==> src/rtl/dp_even_lut_mul_pkg.sv <==
// Package: constants shared by the dual-port even-multiple multiplier.
// Assumes digits are always 4 bits, so the even table is always 8 words.
package dp_even_lut_mul_pkg;
    localparam int DIGIT_W     = 4;
    localparam int IDX_W       = DIGIT_W - 1;
    localparam int TABLE_DEPTH = 1 << IDX_W;
    localparam int NUM_PORTS   = 2;
endpackage

==> src/rtl/even_mult_table.sv <==
// Module: even_mult_table
// Builds the eight even multiples 0, 2C, ... 14C of a fixed signed coefficient.
// Assumes the coefficient is a parameter; the words are constants shared by all readers.
module even_mult_table #(
    parameter int                       COEF_W = 8,
    parameter logic signed [COEF_W-1:0] COEF   = -8'sd93,
    localparam int                      ENTRY_W = COEF_W + dp_even_lut_mul_pkg::DIGIT_W
) (
    output logic signed [ENTRY_W-1:0] entry [dp_even_lut_mul_pkg::TABLE_DEPTH]
);
    // One generated word per table slot, value 2*k*C.
    for (genvar k = 0; k < dp_even_lut_mul_pkg::TABLE_DEPTH; k++) begin : g_word
        localparam int signed MULT = 2 * k;
        localparam logic signed [ENTRY_W-1:0] WORD = ENTRY_W'(MULT * int'(COEF));
        assign entry[k] = WORD;
    end
endmodule

==> src/rtl/digit_lookup.sv <==
// Module: digit_lookup
// Multiplies one 4-bit digit by the coefficient: even word read plus optional add of C.
// Assumes the table supplies 2*k*C at index k; no shifter or masking is needed.
module digit_lookup #(
    parameter int                       COEF_W = 8,
    parameter logic signed [COEF_W-1:0] COEF   = -8'sd93,
    localparam int                      ENTRY_W = COEF_W + dp_even_lut_mul_pkg::DIGIT_W
) (
    input  logic [dp_even_lut_mul_pkg::DIGIT_W-1:0] digit,
    input  logic signed [ENTRY_W-1:0]               entry [dp_even_lut_mul_pkg::TABLE_DEPTH],
    output logic signed [ENTRY_W-1:0]               dprod
);
    import dp_even_lut_mul_pkg::*;

    localparam logic signed [ENTRY_W-1:0] C_EXT = ENTRY_W'(COEF);

    logic [IDX_W-1:0]          idx;
    logic signed [ENTRY_W-1:0] even_word;
    logic signed [ENTRY_W-1:0] odd_word;

    // Read port: upper digit bits address the even table, the LSB steers the select.
    always_comb begin
        idx       = digit[DIGIT_W-1:1];
        even_word = entry[idx];
        odd_word  = even_word + C_EXT;
        dprod     = digit[0] ? odd_word : even_word;
    end
endmodule

==> src/rtl/digit_combine.sv <==
// Module: digit_combine
// Weights each digit product by 16^d and sums them into the full-width product.
// Assumes digit 0 is the least significant; digit products are signed.
module digit_combine #(
    parameter int  DIGITS  = 2,
    parameter int  ENTRY_W = 12,
    parameter int  PROD_W  = 16
) (
    input  logic signed [ENTRY_W-1:0] dprod [DIGITS],
    output logic [PROD_W-1:0]         prod
);
    import dp_even_lut_mul_pkg::*;

    logic signed [PROD_W-1:0] acc;

    // Shift-and-add over digit positions.
    always_comb begin
        acc = '0;
        for (int d = 0; d < DIGITS; d++) begin
            acc = acc + (PROD_W'(dprod[d]) <<< (DIGIT_W * d));
        end
        prod = acc;
    end
endmodule

==> src/rtl/dp_even_lut_mul.sv <==
// Module: dp_even_lut_mul (top)
// Two unsigned samples times one fixed signed coefficient per cycle, through one shared
// even-multiple table; results and valid registered with one cycle of latency.
// Assumes synchronous active-low reset and samples that are a whole number of 4-bit digits.
module dp_even_lut_mul #(
    parameter int                       COEF_W = 8,
    parameter logic signed [COEF_W-1:0] COEF   = -8'sd93,
    parameter int                       DIGITS = 2,
    localparam int                      SAMP_W = dp_even_lut_mul_pkg::DIGIT_W * DIGITS,
    localparam int                      PROD_W = COEF_W + SAMP_W
) (
    input  logic              clk,
    input  logic              rst_n,
    input  logic              in_valid,
    input  logic [SAMP_W-1:0] samp_a,
    input  logic [SAMP_W-1:0] samp_b,
    output logic              out_valid,
    output logic [PROD_W-1:0] prod_a,
    output logic [PROD_W-1:0] prod_b
);
    import dp_even_lut_mul_pkg::*;

    localparam int ENTRY_W = COEF_W + DIGIT_W;
    localparam logic signed [ENTRY_W-1:0] C_ENT  = ENTRY_W'(COEF);
    localparam logic signed [PROD_W-1:0]  C_PROD = PROD_W'(COEF);

    logic signed [ENTRY_W-1:0] tbl   [TABLE_DEPTH];
    logic [SAMP_W-1:0]         samp  [NUM_PORTS];
    logic signed [ENTRY_W-1:0] dprod [NUM_PORTS][DIGITS];
    logic [PROD_W-1:0]         prod_next [NUM_PORTS];

    assign samp[0] = samp_a;
    assign samp[1] = samp_b;

    even_mult_table #(.COEF_W(COEF_W), .COEF(COEF)) u_table (.entry(tbl));

    for (genvar p = 0; p < NUM_PORTS; p++) begin : g_port
        for (genvar d = 0; d < DIGITS; d++) begin : g_dig
            digit_lookup #(.COEF_W(COEF_W), .COEF(COEF)) u_lookup (
                .digit (samp[p][DIGIT_W*d +: DIGIT_W]),
                .entry (tbl),
                .dprod (dprod[p][d])
            );
            // An odd digit lands exactly one coefficient above its even table word.
            p_odd_step_r6: assert property (@(posedge clk) disable iff (!rst_n)
                samp[p][DIGIT_W*d] |->
                (dprod[p][d] - tbl[samp[p][DIGIT_W*d+1 +: IDX_W]]) == C_ENT);
        end
        digit_combine #(.DIGITS(DIGITS), .ENTRY_W(ENTRY_W), .PROD_W(PROD_W)) u_comb (
            .dprod (dprod[p]),
            .prod  (prod_next[p])
        );
    end

    // Valid pipeline stage.
    always_ff @(posedge clk) begin
        if (!rst_n) out_valid <= 1'b0;
        else        out_valid <= in_valid;
    end

    // Product registers: load on valid, hold otherwise.
    always_ff @(posedge clk) begin
        if (!rst_n) begin
            prod_a <= '0;
            prod_b <= '0;
        end else if (in_valid) begin
            prod_a <= prod_next[0];
            prod_b <= prod_next[1];
        end
    end

    // Reset clears the output state on the following cycle.
    p_reset_clear_r1: assert property (@(posedge clk)
        !rst_n |=> (!out_valid && prod_a == '0 && prod_b == '0));

    // Valid flag trails the input flag by one edge.
    p_valid_lat_r2: assert property (@(posedge clk) disable iff (!rst_n)
        1'b1 |=> (out_valid == $past(in_valid)));

    // Port A product matches a plain multiply of the previous sample.
    p_prod_a_r3: assert property (@(posedge clk) disable iff (!rst_n)
        in_valid |=> prod_a == PROD_W'($signed(PROD_W'($past(samp_a))) * C_PROD));

    // Port B product matches a plain multiply of its own previous sample.
    p_prod_b_r4: assert property (@(posedge clk) disable iff (!rst_n)
        in_valid |=> prod_b == PROD_W'($signed(PROD_W'($past(samp_b))) * C_PROD));

    // Idle cycles leave both products untouched.
    p_hold_r5: assert property (@(posedge clk) disable iff (!rst_n)
        !in_valid |=> ($stable(prod_a) && $stable(prod_b)));
endmodule

==> config.mk <==
export PLATFORM = sky130hd
export DESIGN_NAME = dp_even_lut_mul
export DESIGN_NICKNAME = d
export VERILOG_FILES = /design/src/rtl/dp_even_lut_mul_pkg.sv /design/src/rtl/even_mult_table.sv /design/src/rtl/digit_lookup.sv /design/src/rtl/digit_combine.sv /design/src/rtl/dp_even_lut_mul.sv
export SDC_FILE = /design/constraint.sdc
export NUM_CORES = 1
export LEC_CHECK = 0
export ABC_AREA = 1
export BUFFER_PORTS_ARGS = -buffer_cell sky130_fd_sc_hd__buf_2
export CAP_MARGIN = 20
export CORE_ASPECT_RATIO = 1.75
export CORE_MARGIN = 2
export CORE_UTILIZATION = 28
export DETAILED_ROUTE_END_ITERATION = 10
export GPL_TIMING_DRIVEN = 0
export PLACE_DENSITY_LB_ADDON = 0.12
export RECOVER_POWER = 25
export SYNTH_ARGS = -nofsm -noshare
export SYNTH_HDL_FRONTEND = slang
export SYNTH_SLANG_ARGS = --single-unit
==> constraint.sdc <==
create_clock -name clk -period 6.6 [get_ports clk]
set_input_delay 0.33 -clock clk [delete_from_list [all_inputs] [get_ports clk]]
set_output_delay 0.33 -clock clk [all_outputs]
set_load 0.01 [all_outputs]
==> results.cfg <==
[outcome]
status = complete, no violations

[critical_path]
cp-startpoint = samp_b[1]
cp.required_ns = 6.76
cp-start-kind = primary input
timing.rr.end = prod_b[9]
crit_path_end = prod_b[15]
path_max_fanout = 7
crit_arrival_ns = 3.34
reg2regPathDepth = 4
critical_path.endpoint_type = flip-flop
path_class = in -> reg
r2r_setup_slack_ns = 5.90
r2r-start = prod_b[9]

[placed_design]
port_buffers = 47
dp_hpwl_um = 8670
gp_congestion = 0.830

[sta]
setup_tns_ns = 0
fin_skew_ns = 0
fin_crit_ns = 3.18
final-max-slew-violation-count = 0
maxSlewHeadroom = 0.636
tightest_slew_ns = 0.546
min_period_over_period = 0.482
fmax_ghz = 0.314
rsz0062_at_grt = no
hold_viol_final = 0
finalSetupViolations = 0

[clock_tree]
htreeDepth = 2
clock_path_buffers = 2
clkTransAtPathRegs_ns = 0.05
root_buffer = clkbuf_16
ctsResizeCount = 0
clkLatencyLatePin_ns = 0.27
cts_sinks = 33
numCtsBuffers = 5
hold_buffers = 0
postCtsSetupBuffers = 0
cts_tree = done

[synthesis]
synth-async-reset-ratio = 0
yosysSeqAreaShare = 0.182
syn_area_mm2 = 0.00364
ys_ff_latch = 33
synth_area_per_cell_um2 = 6.49
synth_ff_type = dfxtp_1
synth_fp_nets = 625
ys_types = 36
yosysWarnings = 0
syn_inst = 561
synth_edf_count = 0

[grt]
grt_pass1_vias = 3669
grt_use_total = 0.151
grt_max_degree = 11
antenna_found_initial = 0
grt.overflow.total = 0
grt_pass1_wl_um = 17200

[power]
power.internal_uw = 500
design_power_total_uw = 815
p_sw_uw = 315
clkPwrFrac = 0.282
seqPwrFrac = 0.292
power_density_mw_per_mm2 = 193
vdd_drop_max_mv = 0.111
power_frac_comb = 0.426
power_leakage_nw = 2.18
switching_share = 0.387

[floorplan]
start_util = 0.284
row_count = 55
die_h_um = 155
die_w_um = 90.2
coreArea_mm2 = 0.0128
dieArea_mm2 = 0.0140
io_pins = 52

[drt]
drt-total-wl_um = 10200
wl_per_cell_um = 13.0
routed-via-count = 3610
drt-initial-drc-count = 124
vias_per_cell = 4.59
antenna_left = 0
drtPass1Iterations = 4
route.detailed.drc = 0

[final_layout]
n_fill_cell = 1469
fin_nets = 679
num_antenna_cells = 0
syn_to_final_growth_pct = 15.8
drive_gt1_frac = 0.140

[min_path]
hp-class = in -> reg

[flow_run]
max-cap-violations = 0
[metrics by stage]
| step | hold WS [ns] | std cells | area (um^2) | setup slack (ns) | utilization |
|---|---|---|---|---|---|
| 6_report | 0.443 | 786 | 4220 | 3.42 | 0.329 |
| 5_1_grt | 0.480 | 786 | 4220 | 3.06 | 0.329 |
| 4_1_cts | 0.452 | 786 | 4240 | 3.40 | 0.331 |
| 3_5_place_dp | 0.465 | 779 | 4090 | 3.11 | 0.319 |
| 3_3_place_gp | 0.472 | 779 | 4090 | 3.10 | 0.319 |
| 2_1_floorplan | 0.516 | 561 | 3640 | 3.84 | - |
[Yosys cell counts, types with 4 or more instances]
master,count,area (um^2)
a21oi_1,35,175
clkbuf_1,11,41.3
dfxtp_1,33,661
ha_1,43,538
inv_1,68,255
inv_2,9,33.8
nand2_1,112,420
nand2_2,13,81.3
nand3_1,34,170
nand3_2,4,40.0
nand4_1,7,43.8
nor2_1,64,240
nor2_2,4,25.0
nor3_1,4,20.0
o211ai_1,6,45.0
o21ai_0,45,225
o21ai_1,6,30.0
xnor2_1,9,78.8
xor2_1,29,254
[power by group through the flow]
stage | logic (mW) | clock network [mW] | registers (mW)
3_3_place_gp | 0.352 | 0 | 0.243
6_report | 0.347 | 0.230 | 0.238
3_5_place_dp | 0.354 | 0 | 0.243
2_1_floorplan | 0.241 | 0 | 0.250
4_1_cts | 0.357 | 0.236 | 0.239
5_1_grt | 0.398 | 0.242 | 0.241
[final cells by class]
class / instances / area [um^2] / area share
multi-input cells: 435 / 2620 / 0.620
flip-flops and latches: 33 / 661 / 0.157
inverters: 77 / 289 / 0.0685
repair buffers: 47 / 216 / 0.0513
well taps: 171 / 214 / 0.0507
clock buffers: 6 / 139 / 0.0329
plain buffers: 16 / 75.1 / 0.0178
clock inverters: 1 / 7.51 / 0.00178
[metal layers]
| layer | up-vias | global-route usage | routed length, um | share of wire |
|---|---|---|---|---|
| met5 | - | 0 | 0 | 0 |
| met4 | 0 | 0.0586 | 262 | 0.026 |
| met3 | 13 | 0.0127 | 212 | 0.021 |
| met2 | 56 | 0.317 | 5880 | 0.57 |
| met1 | 1617 | 0.147 | 3870 | 0.38 |
| li1 | 1924 | - | - | - |
[worst min-delay path by stage]
stage | from | end | depth (start not counted)
after floorplan | prod_a[1] | prod_a[1] | 2
after global placement | prod_b[3] | prod_b[3] | 2
after detailed placement | prod_a[1] | prod_a[1] | 2
after CTS | samp_b[4] | prod_b[4] | 4
after global routing | samp_b[4] | prod_b[4] | 4
final | samp_b[4] | prod_b[4] | 4
[cells by family after synthesis]
group | Yosys count | synth area share
fa+ha+maj | 45 | 0.159
flops | 33 | 0.182
simple gates | 249 | 0.308
xor+xnor | 38 | 0.0914
compound gates | 103 | 0.161
buf+inv | 93 | 0.100
[worst max-delay path, cell delays in order]
cell and delay [ns]:
buf_2 0.16, inv_2 0.10, ha_1 0.19, o21ai_0 0.41, nor2_1 0.08, nand2_1 0.10
nor2_1 0.06, nand2_1 0.06, nand3_1 0.10, nor2_1 0.11, nand2_1 0.07, xor2_1 0.16
ha_1 0.37, nand2_1 0.06, o21ai_0 0.37, nand3_2 0.13, nand2_2 0.10, nand2_2 0.06
nand3_1 0.07, nand2_1 0.05, nor2_1 0.15, nor2_1 0.05
[cell usage in the layout, fill, tap and decap left out, types with 3 or more instances in the layout]
cell and instances:
a21oi_1 35, a21oi_2 3, buf_2 35, clkbuf_1 26
clkbuf_16 5, dfxtp_1 33, ha_1 43, inv_1 68
inv_2 9, nand2_1 112, nand2_2 13, nand3_1 34
nand3_2 4, nand4_1 7, nor2_1 64, nor2_2 4
nor3_1 4, o211ai_1 6, o21ai_0 45, o21ai_1 6
xnor2_1 9, xor2_1 29
[registers in the layout (all words and copies together), names as in the netlist]
register   flops
prod_b        16
out_valid      1
prod_a        16
No activity file was read; power rests on OpenSTA's default activity.
